==> src/rtl/seg_xlate_pkg.sv <==
package seg_xlate_pkg;

    localparam int PTE_W       = 16;
    localparam int PTE_VALID   = 7;
    localparam int PTE_PERM_LO = 8;
    localparam int PTE_DIRTY   = 11;

    typedef enum logic [1:0] {
        ACC_READ  = 2'd0,
        ACC_WRITE = 2'd1,
        ACC_EXEC  = 2'd2,
        ACC_RSVD  = 2'd3
    } acc_kind_e;

    typedef enum logic [1:0] {
        FLT_NONE = 2'd0,
        FLT_PAGE = 2'd1,
        FLT_PROT = 2'd2
    } fault_e;

    typedef enum logic [2:0] {
        WS_IDLE,
        WS_LOOKUP,
        WS_RD_LO,
        WS_RD_HI,
        WS_CHECK,
        WS_WB,
        WS_RESP
    } walk_state_e;

    function automatic logic perm_ok(input logic [1:0] kind, input logic [2:0] perm);
        case (kind)
            ACC_READ:  perm_ok = perm[0];
            ACC_WRITE: perm_ok = perm[1];
            ACC_EXEC:  perm_ok = perm[2];
            default:   perm_ok = 1'b0;
        endcase
    endfunction

endpackage

==> src/rtl/seg_base_regs.sv <==
module seg_base_regs #(
    parameter int AW    = 16,
    parameter int SEG_W = 3
) (
    input  logic             clk,
    input  logic             rst_n,
    input  logic             wr_en,
    input  logic [SEG_W-1:0] wr_idx,
    input  logic [AW-1:0]    wr_base,
    input  logic [SEG_W-1:0] rd_idx,
    output logic [AW-1:0]    rd_base
);
    localparam int NSEG = 1 << SEG_W;

    logic [AW-1:0] base_q [NSEG];

    for (genvar g = 0; g < NSEG; g++) begin : g_seg
        always_ff @(posedge clk) begin
            if (!rst_n) begin
                base_q[g] <= '0;
            end else if (wr_en && wr_idx == SEG_W'(g)) begin
                base_q[g] <= wr_base;
            end
        end
    end

    assign rd_base = base_q[rd_idx];

    assert_seg_load_R2: assert property (@(posedge clk) disable iff (!rst_n)
        wr_en |=> base_q[$past(wr_idx)] == $past(wr_base));

endmodule

==> src/rtl/xlate_tlb.sv <==
module xlate_tlb #(
    parameter int VPN_W = 7,
    parameter int IW    = 4
) (
    input  logic             clk,
    input  logic             rst_n,
    input  logic             flush,
    input  logic [VPN_W-1:0] vpn,
    output logic             hit,
    output logic [15:0]      hit_pte,
    input  logic             we,
    input  logic [15:0]      wr_pte
);
    localparam int TAG_W = VPN_W - IW;
    localparam int N     = 1 << IW;

    logic [N-1:0]     valid_q;
    logic [TAG_W-1:0] tag_q [N];
    logic [15:0]      pte_q [N];

    logic [IW-1:0]    idx;
    logic [TAG_W-1:0] tag;

    assign idx = vpn[IW-1:0];
    assign tag = vpn[VPN_W-1:IW];

    for (genvar g = 0; g < N; g++) begin : g_ent
        always_ff @(posedge clk) begin
            if (!rst_n || flush) begin
                valid_q[g] <= 1'b0;
            end else if (we && idx == IW'(g)) begin
                valid_q[g] <= 1'b1;
            end
        end

        always_ff @(posedge clk) begin
            if (we && idx == IW'(g)) begin
                tag_q[g] <= tag;
                pte_q[g] <= wr_pte;
            end
        end
    end

    assign hit     = valid_q[idx] && (tag_q[idx] == tag);
    assign hit_pte = pte_q[idx];

    assert_flush_empties_R10: assert property (@(posedge clk) disable iff (!rst_n)
        flush |=> (valid_q == '0));

endmodule

==> src/rtl/xlate_walker.sv <==
module xlate_walker
    import seg_xlate_pkg::*;
#(
    parameter int AW    = 16,
    parameter int SEG_W = 3,
    parameter int OFF_W = 9
) (
    input  logic                   clk,
    input  logic                   rst_n,
    input  logic                   req_valid,
    output logic                   req_ready,
    input  logic [AW-1:0]          req_vaddr,
    input  logic [1:0]             req_kind,
    output logic                   rsp_valid,
    output logic [AW-1:0]          rsp_paddr,
    output logic [1:0]             rsp_fault,
    output logic [AW-OFF_W-1:0]    vpn,
    output logic [SEG_W-1:0]       seg_idx,
    input  logic [AW-1:0]          seg_base,
    input  logic                   tlb_hit,
    input  logic [PTE_W-1:0]       tlb_pte,
    output logic                   tlb_we,
    output logic [PTE_W-1:0]       tlb_wpte,
    output logic                   mem_req,
    output logic                   mem_we,
    output logic [AW-1:0]          mem_addr,
    output logic [7:0]             mem_wdata,
    input  logic                   mem_ack,
    input  logic [7:0]             mem_rdata
);
    localparam int VPN_W   = AW - OFF_W;
    localparam int PIDX_W  = VPN_W - SEG_W;
    localparam int FRAME_W = VPN_W;

    walk_state_e          state_q, state_d;
    logic [AW-1:0]        vaddr_q;
    logic [1:0]           kind_q;
    logic [PTE_W-1:0]     pte_q;
    fault_e               fault_q;

    logic [AW-1:0]        pt_addr;
    logic [PTE_W-1:0]     dirty_pte;
    logic                 xfer;
    logic                 hit_allowed;
    logic                 hit_needs_wb;
    logic                 walk_allowed;
    logic                 walk_needs_wb;

    assign vpn     = vaddr_q[AW-1:OFF_W];
    assign seg_idx = vaddr_q[AW-1 -: SEG_W];
    assign pt_addr = seg_base + {{(AW-PIDX_W-1){1'b0}}, vaddr_q[OFF_W +: PIDX_W], 1'b0};
    assign xfer    = mem_req && mem_ack;

    assign dirty_pte     = pte_q | (PTE_W'(1) << PTE_DIRTY);
    assign hit_allowed   = perm_ok(kind_q, tlb_pte[PTE_PERM_LO +: 3]);
    assign hit_needs_wb  = (kind_q == ACC_WRITE) && !tlb_pte[PTE_DIRTY];
    assign walk_allowed  = perm_ok(kind_q, pte_q[PTE_PERM_LO +: 3]);
    assign walk_needs_wb = (kind_q == ACC_WRITE) && !pte_q[PTE_DIRTY];

    // state register
    always_ff @(posedge clk) begin
        if (!rst_n) state_q <= WS_IDLE;
        else        state_q <= state_d;
    end

    // next state
    always_comb begin
        state_d = state_q;
        unique case (state_q)
            WS_IDLE:   if (req_valid) state_d = WS_LOOKUP;
            WS_LOOKUP: begin
                if (!tlb_hit)                         state_d = WS_RD_LO;
                else if (hit_allowed && hit_needs_wb) state_d = WS_WB;
                else                                  state_d = WS_RESP;
            end
            WS_RD_LO:  if (xfer) state_d = WS_RD_HI;
            WS_RD_HI:  if (xfer) state_d = WS_CHECK;
            WS_CHECK: begin
                if (pte_q[PTE_VALID] && walk_allowed && walk_needs_wb) state_d = WS_WB;
                else                                                   state_d = WS_RESP;
            end
            WS_WB:     if (xfer) state_d = WS_RESP;
            WS_RESP:   state_d = WS_IDLE;
            default:   state_d = WS_IDLE;
        endcase
    end

    // datapath registers
    always_ff @(posedge clk) begin
        if (!rst_n) begin
            vaddr_q <= '0;
            kind_q  <= '0;
            pte_q   <= '0;
            fault_q <= FLT_NONE;
        end else begin
            unique case (state_q)
                WS_IDLE: if (req_valid) begin
                    vaddr_q <= req_vaddr;
                    kind_q  <= req_kind;
                    fault_q <= FLT_NONE;
                end
                WS_LOOKUP: if (tlb_hit) begin
                    pte_q   <= tlb_pte;
                    fault_q <= hit_allowed ? FLT_NONE : FLT_PROT;
                end
                WS_RD_LO: if (xfer) pte_q[7:0]  <= mem_rdata;
                WS_RD_HI: if (xfer) pte_q[15:8] <= mem_rdata;
                WS_CHECK: begin
                    if (!pte_q[PTE_VALID]) fault_q <= FLT_PAGE;
                    else if (!walk_allowed) fault_q <= FLT_PROT;
                    else                    fault_q <= FLT_NONE;
                end
                WS_WB: if (xfer) pte_q <= dirty_pte;
                default: ;
            endcase
        end
    end

    // outputs
    always_comb begin
        req_ready = 1'b0;
        rsp_valid = 1'b0;
        mem_req   = 1'b0;
        mem_we    = 1'b0;
        mem_addr  = '0;
        mem_wdata = '0;
        tlb_we    = 1'b0;
        tlb_wpte  = pte_q;
        unique case (state_q)
            WS_IDLE:  req_ready = 1'b1;
            WS_RD_LO: begin
                mem_req  = 1'b1;
                mem_addr = pt_addr;
            end
            WS_RD_HI: begin
                mem_req  = 1'b1;
                mem_addr = pt_addr + AW'(1);
            end
            WS_CHECK: tlb_we = pte_q[PTE_VALID] && walk_allowed;
            WS_WB: begin
                mem_req   = 1'b1;
                mem_we    = 1'b1;
                mem_addr  = pt_addr + AW'(1);
                mem_wdata = dirty_pte[15:8];
                tlb_we    = xfer;
                tlb_wpte  = dirty_pte;
            end
            WS_RESP:  rsp_valid = 1'b1;
            default: ;
        endcase
    end

    assign rsp_fault = fault_q;
    assign rsp_paddr = (fault_q == FLT_NONE) ? {pte_q[FRAME_W-1:0], vaddr_q[OFF_W-1:0]} : '0;

    assert_req_hold_R12: assert property (@(posedge clk) disable iff (!rst_n)
        (mem_req && !mem_ack) |=> (mem_req && $stable(mem_addr) && $stable(mem_we) && $stable(mem_wdata)));

    assert_rsp_pulse_R13: assert property (@(posedge clk) disable iff (!rst_n)
        rsp_valid |=> !rsp_valid);

    assert_busy_not_ready_R13: assert property (@(posedge clk) disable iff (!rst_n)
        (mem_req || rsp_valid) |-> !req_ready);

    assert_fill_valid_only_R7: assert property (@(posedge clk) disable iff (!rst_n)
        tlb_we |-> tlb_wpte[PTE_VALID]);

    assert_wb_sets_dirty_R9: assert property (@(posedge clk) disable iff (!rst_n)
        (mem_req && mem_we) |-> mem_wdata[PTE_DIRTY-8]);

    assert_fault_zero_addr_R8: assert property (@(posedge clk) disable iff (!rst_n)
        (rsp_valid && rsp_fault != 2'd0) |-> (rsp_paddr == '0));

endmodule

==> src/rtl/seg_xlate.sv <==
module seg_xlate
    import seg_xlate_pkg::*;
#(
    parameter int AW     = 16,
    parameter int SEG_W  = 3,
    parameter int OFF_W  = 9,
    parameter int TLB_IW = 4
) (
    input  logic             clk,
    input  logic             rst_n,
    input  logic             tlb_flush,
    input  logic             seg_we,
    input  logic [SEG_W-1:0] seg_sel,
    input  logic [AW-1:0]    seg_base_in,
    input  logic             req_valid,
    output logic             req_ready,
    input  logic [AW-1:0]    req_vaddr,
    input  logic [1:0]       req_kind,
    output logic             rsp_valid,
    output logic [AW-1:0]    rsp_paddr,
    output logic [1:0]       rsp_fault,
    output logic             mem_req,
    output logic             mem_we,
    output logic [AW-1:0]    mem_addr,
    output logic [7:0]       mem_wdata,
    input  logic             mem_ack,
    input  logic [7:0]       mem_rdata
);
    localparam int VPN_W = AW - OFF_W;

    logic [VPN_W-1:0] vpn;
    logic [SEG_W-1:0] seg_idx;
    logic [AW-1:0]    seg_base;
    logic             tlb_hit;
    logic [PTE_W-1:0] tlb_pte;
    logic             tlb_we;
    logic [PTE_W-1:0] tlb_wpte;

    seg_base_regs #(.AW(AW), .SEG_W(SEG_W)) u_segs (
        .clk     (clk),
        .rst_n   (rst_n),
        .wr_en   (seg_we),
        .wr_idx  (seg_sel),
        .wr_base (seg_base_in),
        .rd_idx  (seg_idx),
        .rd_base (seg_base)
    );

    xlate_tlb #(.VPN_W(VPN_W), .IW(TLB_IW)) u_tlb (
        .clk     (clk),
        .rst_n   (rst_n),
        .flush   (tlb_flush),
        .vpn     (vpn),
        .hit     (tlb_hit),
        .hit_pte (tlb_pte),
        .we      (tlb_we),
        .wr_pte  (tlb_wpte)
    );

    xlate_walker #(.AW(AW), .SEG_W(SEG_W), .OFF_W(OFF_W)) u_walk (
        .clk       (clk),
        .rst_n     (rst_n),
        .req_valid (req_valid),
        .req_ready (req_ready),
        .req_vaddr (req_vaddr),
        .req_kind  (req_kind),
        .rsp_valid (rsp_valid),
        .rsp_paddr (rsp_paddr),
        .rsp_fault (rsp_fault),
        .vpn       (vpn),
        .seg_idx   (seg_idx),
        .seg_base  (seg_base),
        .tlb_hit   (tlb_hit),
        .tlb_pte   (tlb_pte),
        .tlb_we    (tlb_we),
        .tlb_wpte  (tlb_wpte),
        .mem_req   (mem_req),
        .mem_we    (mem_we),
        .mem_addr  (mem_addr),
        .mem_wdata (mem_wdata),
        .mem_ack   (mem_ack),
        .mem_rdata (mem_rdata)
    );

endmodule

==> config.mk <==
export PLATFORM = sky130hd
export DESIGN_NAME = seg_xlate
export DESIGN_NICKNAME = d
export VERILOG_FILES = /design/src/rtl/seg_xlate_pkg.sv /design/src/rtl/seg_base_regs.sv /design/src/rtl/xlate_tlb.sv /design/src/rtl/xlate_walker.sv /design/src/rtl/seg_xlate.sv
export SDC_FILE = /design/constraint.sdc
export NUM_CORES = 1
export LEC_CHECK = 0
export BUFFER_PORTS_ARGS = -buffer_cell sky130_fd_sc_hd__buf_2
export CORE_MARGIN = 4
export CORE_UTILIZATION = 55
export DETAILED_ROUTE_END_ITERATION = 16
export GPL_TIMING_DRIVEN = 0
export PLACE_DENSITY = 0.73
export SLEW_MARGIN = 20
export SYNTH_ARGS = -nofsm -noshare
export SYNTH_HDL_FRONTEND = slang
export SYNTH_SLANG_ARGS = --single-unit
==> constraint.sdc <==
create_clock -name clk -period 13.8 [get_ports clk]
set_clock_uncertainty 0.05 [all_clocks]
set_input_delay 1.38 -clock clk [delete_from_list [all_inputs] [get_ports clk]]
set_output_delay 1.38 -clock clk [all_outputs]
set_load 0.05 [all_outputs]
==> flow_metrics.env, run 1 <==
export IMPL_tightestPinTransition_ns=1.06
export IMPL_synth_area_mm2=0.0211
export IMPL_first_global_vias=12400
export IMPL_rsz0062_at_grt="false"
export IMPL_dr_pass1_iters=6
export IMPL_nNetsFinal=1486
export IMPL_ir_drop_uv=116
export IMPL_synth_edf_count=432
export IMPL_synth_most_common_cell="edfxtp_1"
export IMPL_grt_max_degree=21
export IMPL_setup_tns_ns=0
export IMPL_drc_errors=0
export IMPL_min_period_ns=7.45
export IMPL_cp_end_kind="primary output"
export IMPL_drtIter0Drc=1442
export IMPL_drt_wl_total_mm=51.5
export IMPL_switching_share=0.239
export IMPL_grt_overflow_total=0
export IMPL_hold_depth=2
export IMPL_ioPinCount=97
export IMPL_cp_data_arrival_time_ns=6.02
export IMPL_postSynthCellCount=1252
export IMPL_setup_viol=0
export IMPL_maxSlewViolCount=0
export IMPL_post_route_period_util=0.540
export IMPL_synthFlopType="edfxtp_1"
export IMPL_r2r_end="u_walk.pte_q[4]$_SDFFE_PN0P_"
export IMPL_cts_buffers=49
export IMPL_cp_required_ns=12.37
export IMPL_total_power_w=0.00332
export IMPL_die_w_um=204
export IMPL_dp_hpwl_mm=34.7
export IMPL_p_int_w=0.00253
export IMPL_ys_warn_count=0
export IMPL_crit_type="flop to primary output"
export IMPL_synth_common_cells="432 x edfxtp_1, 155 x and2_1, 121 x mux4_2"
export IMPL_die_area_mm2=0.0416
export IMPL_hold_viol=0
export IMPL_crit_path_max_incr_delay_ns=0.60
export IMPL_port_buffers=96
export IMPL_postCtsHoldBufs=0
export IMPL_cp_slowest_cell="buf_1"
export IMPL_cts_sinks=494
export IMPL_vias_per_cell=6.12
export IMPL_setup_slack_ns=6.35
export IMPL_synth_area_top_cells="edfxtp_1 61%, mux4_2 13%, dfxtp_1 5.9%, and2_1 4.6%, nand2_1 1.3%"
export IMPL_synth_cell_types=67
export IMPL_cap_violations=0
export IMPL_clk_latency_ns=0.60
export IMPL_cp_start_kind="flop"
export IMPL_grt_usage=0.250
export IMPL_coreArea_mm2=0.0378
export IMPL_hold_class="flop to flop"
export IMPL_synth_top_cell_by_area="edfxtp_1"
export IMPL_drive_above_1_share=0.265
export IMPL_grt_antenna_before_repair=2
export IMPL_fmax_ghz=0.134
export IMPL_seqPwrFrac=0.505
export IMPL_cp_common_cell="buf_1"
export IMPL_vias=12100
export IMPL_pwr_share_comb=0.104
export IMPL_reg2reg_depth=9
export IMPL_hold_path_startpoint="u_walk.vaddr_q[4]$_SDFFE_PN0P_"
export IMPL_outcome="finished clean"
export IMPL_ctsResizeCount=0
export IMPL_syn_area_per_cell_um2=16.9
export IMPL_slew_headroom=0.290
export IMPL_path_cells="buf_4 > buf_1 > buf_1 > mux4_2 > mux2i_1 > inv_1 > ha_1 > a21o_1 > a31oi_1 > nand4b_1 > a211oi_1 > o211ai_1 > nor3_1 > xor2_1 > o22ai_1 > buf_2"
export IMPL_path_clk_slew_ns=0.06
export IMPL_p_sw_w=0.000792
export IMPL_wl_per_cell_um=26.0
export IMPL_yosys_area_top_type_share=0.614
export IMPL_synthArstFlopShare=0
export IMPL_row_count=71
export IMPL_clockPowerShare=0.391
export IMPL_r2r_slack_ns=9.79
export IMPL_syn_num_nets=1309
export IMPL_htreeDepth=2
export IMPL_cp_max_fo=10
export IMPL_grt_pass1_wl_mm=77.6
export IMPL_p_leak_nw=8.32
export IMPL_holdPathEnd="u_walk.vaddr_q[4]$_SDFFE_PN0P_"
export IMPL_post_cts_setup_buffer_count=0
export IMPL_tritoncts="yes"
export IMPL_clockBufferDepth=3
export IMPL_pre_cts_ws_ns=6.94
export IMPL_clockRootBuffer="clkbuf_16"
export IMPL_die_y_um=204
export IMPL_final_antenna_net_count=0
export IMPL_power_density_mw_per_mm2=136
export IMPL_ys_ff_latch=494
export IMPL_ys_seq_area_frac=0.673
export IMPL_area_delta_synth_final_pct=16.0
export IMPL_place_congestion=0.884
export IMPL_initial_core_util=0.559
## worst max-delay path: cells and delay by family, from the launching register on
kind | cells | cell delay (ns)
AOI/OAI and AO/OA | 5 | 1.59
adders and majority gates | 1 | 0.29
buffers and inverters | 5 | 1.77
xor gates and xnor gates | 1 | 0.09
muxes | 2 | 0.97
and+or+nand+nor | 2 | 0.39
DFF | 1 | 0.31
## how the worst max path moves through the flow
stage | startpoint | endpoint | slack (ns) | cells after the start
2_1_floorplan | flop | mem_addr[10] | 7.47 | 13
3_3_place_gp | flop | mem_addr[14] | 7.03 | 16
5_1_grt | flop | mem_addr[14] | 5.93 | 16
4_1_cts | flop | mem_addr[13] | 6.30 | 16
6_report | flop | mem_addr[13] | 6.35 | 16
3_5_place_dp | flop | mem_addr[13] | 6.94 | 16
## stage by stage
stage                util  std cells  area (um^2)  hold WS [ns]
floorplan               -       1252        21100         0.385
global placement    0.589       1859        22200         0.392
detailed placement  0.607       1889        22900         0.400
CTS                 0.649       1980        24500         0.412
global route        0.649       1981        24500         0.437
finish              0.649       1983        24500         0.409
## layout make-up
| type | count | area [um^2] |
|---|---|---|
| sequential | 494 | 14200 |
| tap | 511 | 639 |
| inverter | 11 | 41.3 |
| buffer | 70 | 354 |
| clock buffer | 70 | 1390 |
| clock inverter | 21 | 188 |
| fill | 2558 | 13300 |
| timing repair buffer | 126 | 987 |
| multi-input combinational | 677 | 6680 |
| antenna | 3 | 7.51 |
## cell usage in the layout (no fill, tap or decap), types with 5 or more instances in the layout
cell type | synthesis | routed
clkbuf_16 | 0 | 50
nor2_1 | 34 | 22
ha_1 | 5 | 5
inv_1 | 11 | 11
o22ai_1 | 13 | 13
mux4_2 | 121 | 121
nor3_1 | 21 | 17
buf_1 | 7 | 7
clkinv_2 | 0 | 9
xor2_1 | 9 | 9
mux2i_1 | 18 | 18
o21a_1 | 20 | 20
a22oi_1 | 9 | 9
buf_2 | 12 | 108
clkinv_1 | 0 | 5
buf_4 | 7 | 18
clkbuf_8 | 0 | 6
a31oi_1 | 11 | 11
nand2b_1 | 10 | 10
o211a_1 | 8 | 8
a22o_1 | 8 | 8
mux4_1 | 9 | 9
buf_6 | 2 | 5
o21ai_0 | 27 | 21
a21oi_1 | 9 | 9
edfxtp_1 | 432 | 432
and2_1 | 155 | 155
buf_16 | 0 | 12
nor2b_1 | 13 | 13
a21boi_0 | 19 | 19
clkbuf_1 | 39 | 50
nand2_1 | 71 | 71
dfxtp_1 | 62 | 62
nor2_4 | 0 | 12
nand3_1 | 9 | 9
xnor2_1 | 16 | 16
## state kept, by name (all words and copies together), names as in the netlist, named ones only
| register | flops |
|---|---|
| u_tlb.tag_q | 48 |
| u_walk.vaddr_q | 16 |
| u_walk.pte_q | 16 |
| u_walk.kind_q | 2 |
| u_tlb.pte_q | 256 |
| u_walk.rsp_fault | 2 |
| u_segs.base_q | 128 |
| u_tlb.valid_q | 16 |
| u_walk.state_q | 3 |
## power by group through the flow
stage	logic (W)	registers, W	clock network [W]
2_1_floorplan	0.000243	0.00170	0
3_3_place_gp	0.000331	0.00170	0
3_5_place_dp	0.000343	0.00171	0
4_1_cts	0.000345	0.00167	0.00131
5_1_grt	0.000370	0.00168	0.00138
6_report	0.000346	0.00168	0.00130
## cell families after synthesis
group                    synth area share
buffers and inverters              0.0187
flip-flops                          0.673
AND/OR/NAND/NOR                    0.0879
XOR/XNOR                           0.0119
adder cells (fa/ha/maj)           0.00391
AO/OA/AOI/OAI                      0.0491
multiplexers                        0.155
## layer usage
| metal | vias to the layer above | wire length, um | global-route usage |
|---|---|---|---|
| li1 | 5269 | - | - |
| met1 | 6211 | 20200 | 0.344 |
| met2 | 563 | 26200 | 0.421 |
| met3 | 100 | 3740 | 0.0401 |
| met4 | 0 | 1360 | 0.0723 |
| met5 | - | 0 | 0 |
No activity file was read; power rests on OpenSTA's default activity.
==> run 2: changes to the inputs <==
- ABC_AREA: unset -> 1
- PLACE_DENSITY: 0.73 -> 0.72
- clock period: 13.8 -> 7.6 ns (I/O delays scaled with it)
==> flow_metrics.env, run 2 <==
export IMPL_synth_compound_area_frac=0.105
export IMPL_tightestPinTransition_ns=0.913
export IMPL_path_cells="buf_4 > buf_4 > clkbuf_1 > clkbuf_1 > nor2_1 > o22ai_1 > nor2_1 > a31oi_1 > ha_1 > inv_1 > fa_1 > nand3b_1 > nand3_1 > inv_1 > nor2_2 > nand2_1 > nand2_1 > nand2_1 > nor2_1 > nand3_1 > o21ai_0 > inv_1 > o22ai_1 > buf_2"
export IMPL_ioPinCount=97
export IMPL_clockPowerShare=0.329
export IMPL_drive_above_1_share=0.119
export IMPL_ctsResizeCount=0
export IMPL_vias_per_cell=5.86
export IMPL_initial_core_util=0.558
export IMPL_seqPwrFrac=0.426
export IMPL_grt_pass1_wl_mm=91.7
export IMPL_final_cell_mix="494 x nor2_1, 432 x edfxtp_1, 317 x nand2_1, 210 x o21ai_0, 156 x inv_1"
export IMPL_fmax_ghz=0.161
export IMPL_r2r_start="u_walk.state_q[0]$_SDFFE_PN0P_"
export IMPL_synth_fa_ha_area_frac=0.00382
export IMPL_cp_end_kind="primary output"
export IMPL_path_clk_slew_ns=0.06
export IMPL_postCtsHoldBufs=0
export IMPL_synthArstFlopShare=0
export IMPL_crit_path_max_incr_delay_ns=0.44
export IMPL_final_antenna_net_count=0
export IMPL_tritoncts="yes"
export IMPL_row_count=72
export IMPL_hold_class="flop to flop"
export IMPL_area_delta_synth_final_pct=15.4
export IMPL_ir_drop_uv=206
export IMPL_post_route_period_util=0.816
export IMPL_dr_pass1_iters=6
export IMPL_first_global_vias=16000
export IMPL_wl_per_cell_um=21.1
export IMPL_ys_seq_area_frac=0.657
export IMPL_synth_top_family_by_area="simple AND/OR/NAND/NOR gates"
export IMPL_yosys_area_share_simple=0.178
export IMPL_yosys_area_top_type_share=0.600
export IMPL_vias=16800
export IMPL_cp_data_arrival_time_ns=5.39
export IMPL_synth_area_top_cells="edfxtp_1 60%, nor2_1 8.8%, dfxtp_1 5.7%, nand2_1 5.5%, o21ai_0 4.9%"
export IMPL_ys_warn_count=0
export IMPL_htreeDepth=2
export IMPL_setup_viol=0
export IMPL_die_y_um=206
export IMPL_p_leak_nw=9.57
export IMPL_top_regs="u_tlb.pte_q (256), u_segs.base_q (128), u_tlb.tag_q (48)"
export IMPL_synth_xor_area_share=0.000810
export IMPL_post_cts_setup_buffer_count=0
export IMPL_rsz0062_at_grt="false"
export IMPL_synth_edf_count=432
export IMPL_crit_type="flop to primary output"
export IMPL_grt_overflow_total=0
export IMPL_num_antenna_cells=0
export IMPL_grt_usage=0.284
export IMPL_synthFlopType="edfxtp_1"
export IMPL_coreArea_mm2=0.0387
export IMPL_dp_hpwl_mm=41.7
export IMPL_ys_ff_latch=494
export IMPL_nNetsFinal=2365
export IMPL_cp_start_kind="flop"
export IMPL_syn_area_per_cell_um2=10.1
export IMPL_place_congestion=0.946
export IMPL_synth_top_cell_by_area="edfxtp_1"
export IMPL_outcome="finished clean"
export IMPL_synth_common_cells="510 x nor2_1, 432 x edfxtp_1, 317 x nand2_1"
export IMPL_power_density_mw_per_mm2=312
export IMPL_cp_required_ns=6.79
export IMPL_pwr_share_comb=0.245
export IMPL_p_sw_w=0.00259
export IMPL_stdcell_count=2868
export IMPL_cp_slowest_cell="clkbuf_1"
export IMPL_p_int_w=0.00521
export IMPL_clockBufferDepth=3
export IMPL_maxSlewViolCount=0
export IMPL_cts_buffers=50
export IMPL_slew_headroom=0.390
export IMPL_grt_max_degree=21
export IMPL_hold_viol=0
export IMPL_cts_sinks=494
export IMPL_drtIter0Drc=2001
export IMPL_grt_antenna_before_repair=1
export IMPL_postSynthCellCount=2146
export IMPL_drc_errors=0
export IMPL_min_period_ns=6.20
export IMPL_syn_num_nets=2203
export IMPL_synth_cell_types=39
export IMPL_largest_reg_flops=256
export IMPL_cap_violations=0
export IMPL_die_w_um=206
export IMPL_dpl_cell_count=2774
export IMPL_regMostFlops="u_tlb.pte_q"
export IMPL_synthMuxAreaShare=0
export IMPL_final_core_util=0.645
export IMPL_clk_latency_ns=0.60
export IMPL_switching_share=0.332
export IMPL_cp_max_fo=10
export IMPL_hold_path_startpoint="u_walk.vaddr_q[5]$_SDFFE_PN0P_"
export IMPL_die_area_mm2=0.0426
export IMPL_setup_tns_ns=0
export IMPL_final_common_cell="nor2_1"
export IMPL_drt_wl_total_mm=60.6
export IMPL_synth_most_common_cell="nor2_1"
export IMPL_clockRootBuffer="clkbuf_16"
export IMPL_synth_area_mm2=0.0216
export IMPL_port_buffers=95
==> run 2: cell types whose count changed after synthesis, moves of 21 or more <==
| cell | delta |
|---|---|
| nand2_1 | +246 |
| and2_1 | -155 |
| nor2_1 | +476 |
| o211ai_1 | +21 |
| o221ai_1 | +33 |
| a21oi_1 | +51 |
| nand3_1 | +99 |
| o21ai_0 | +184 |
| clkbuf_1 | +24 |
| inv_1 | +145 |
| mux4_2 | -121 |
==> run 2: worst paths after layout <==
kind / endpoint / slack (ns) / cells after the start
max: mem_addr[10] / 1.40 / 24
min: u_walk.vaddr_q[5]$_SDFFE_PN0P_ / 0.41 / 2
max reg2reg: u_tlb.pte_q[13][4]$_DFFE_PP_ / 4.48 / 8
min reg2reg: u_walk.vaddr_q[5]$_SDFFE_PN0P_ / 0.41 / 2
==> run 2: logic make-up after synthesis <==
group                    Yosys count
adder cells (fa/ha/maj)            6
XOR/XNOR                           2
AND/OR/NAND/NOR                  965
flip-flops                       494
AO/OA/AOI/OAI                    398
buffers and inverters            281
==> run 2: power by group through the flow <==
stage,clock network [W],registers [W],logic (W)
CTS,0.00258,0.00332,0.00189
global route,0.00270,0.00334,0.00209
detailed placement,0,0.00338,0.00187
floorplan,0,0.00331,0.00132
finish,0.00257,0.00332,0.00191
global placement,0,0.00337,0.00181
==> run 2: worst max-delay path, delay by kind of cell (launching register included) <==
kind,cells,cell delay (ns)
adders and majority gates,2,0.62
and+or+nand+nor,10,1.22
AOI/OAI and AO/OA,4,0.79
DFF,1,0.39
buffers and inverters,8,1.77
==> run 2: metal layers <==
metal  global-route usage  share of wire
met1                0.376           0.37
met2                0.461           0.47
met3               0.0441           0.11
met4                0.137          0.049
met5                    0              0
==> run 2: area by class of cell <==
class | count | area [um^2]
clock inverters | 21 | 284
fillers | 3019 | 13800
plain buffers | 113 | 547
clock buffers | 73 | 1440
inverters | 168 | 631
repair buffers | 110 | 846
well taps | 518 | 648
multi-input cells | 1371 | 6370
flip-flops and latches | 494 | 14200
==> run 2: through the flow <==
step / instance area, um^2 / setup WS [ns] / hold slack (ns) / power (W)
detailed placement: 23300 / 2.01 / 0.400 / 0.00525
floorplan: 21600 / 2.73 / 0.380 / 0.00463
global route: 25000 / 0.948 / 0.412 / 0.00813
global placement: 22800 / 2.11 / 0.390 / 0.00518
finish: 25000 / 1.40 / 0.405 / 0.00780
CTS: 25000 / 1.37 / 0.393 / 0.00779
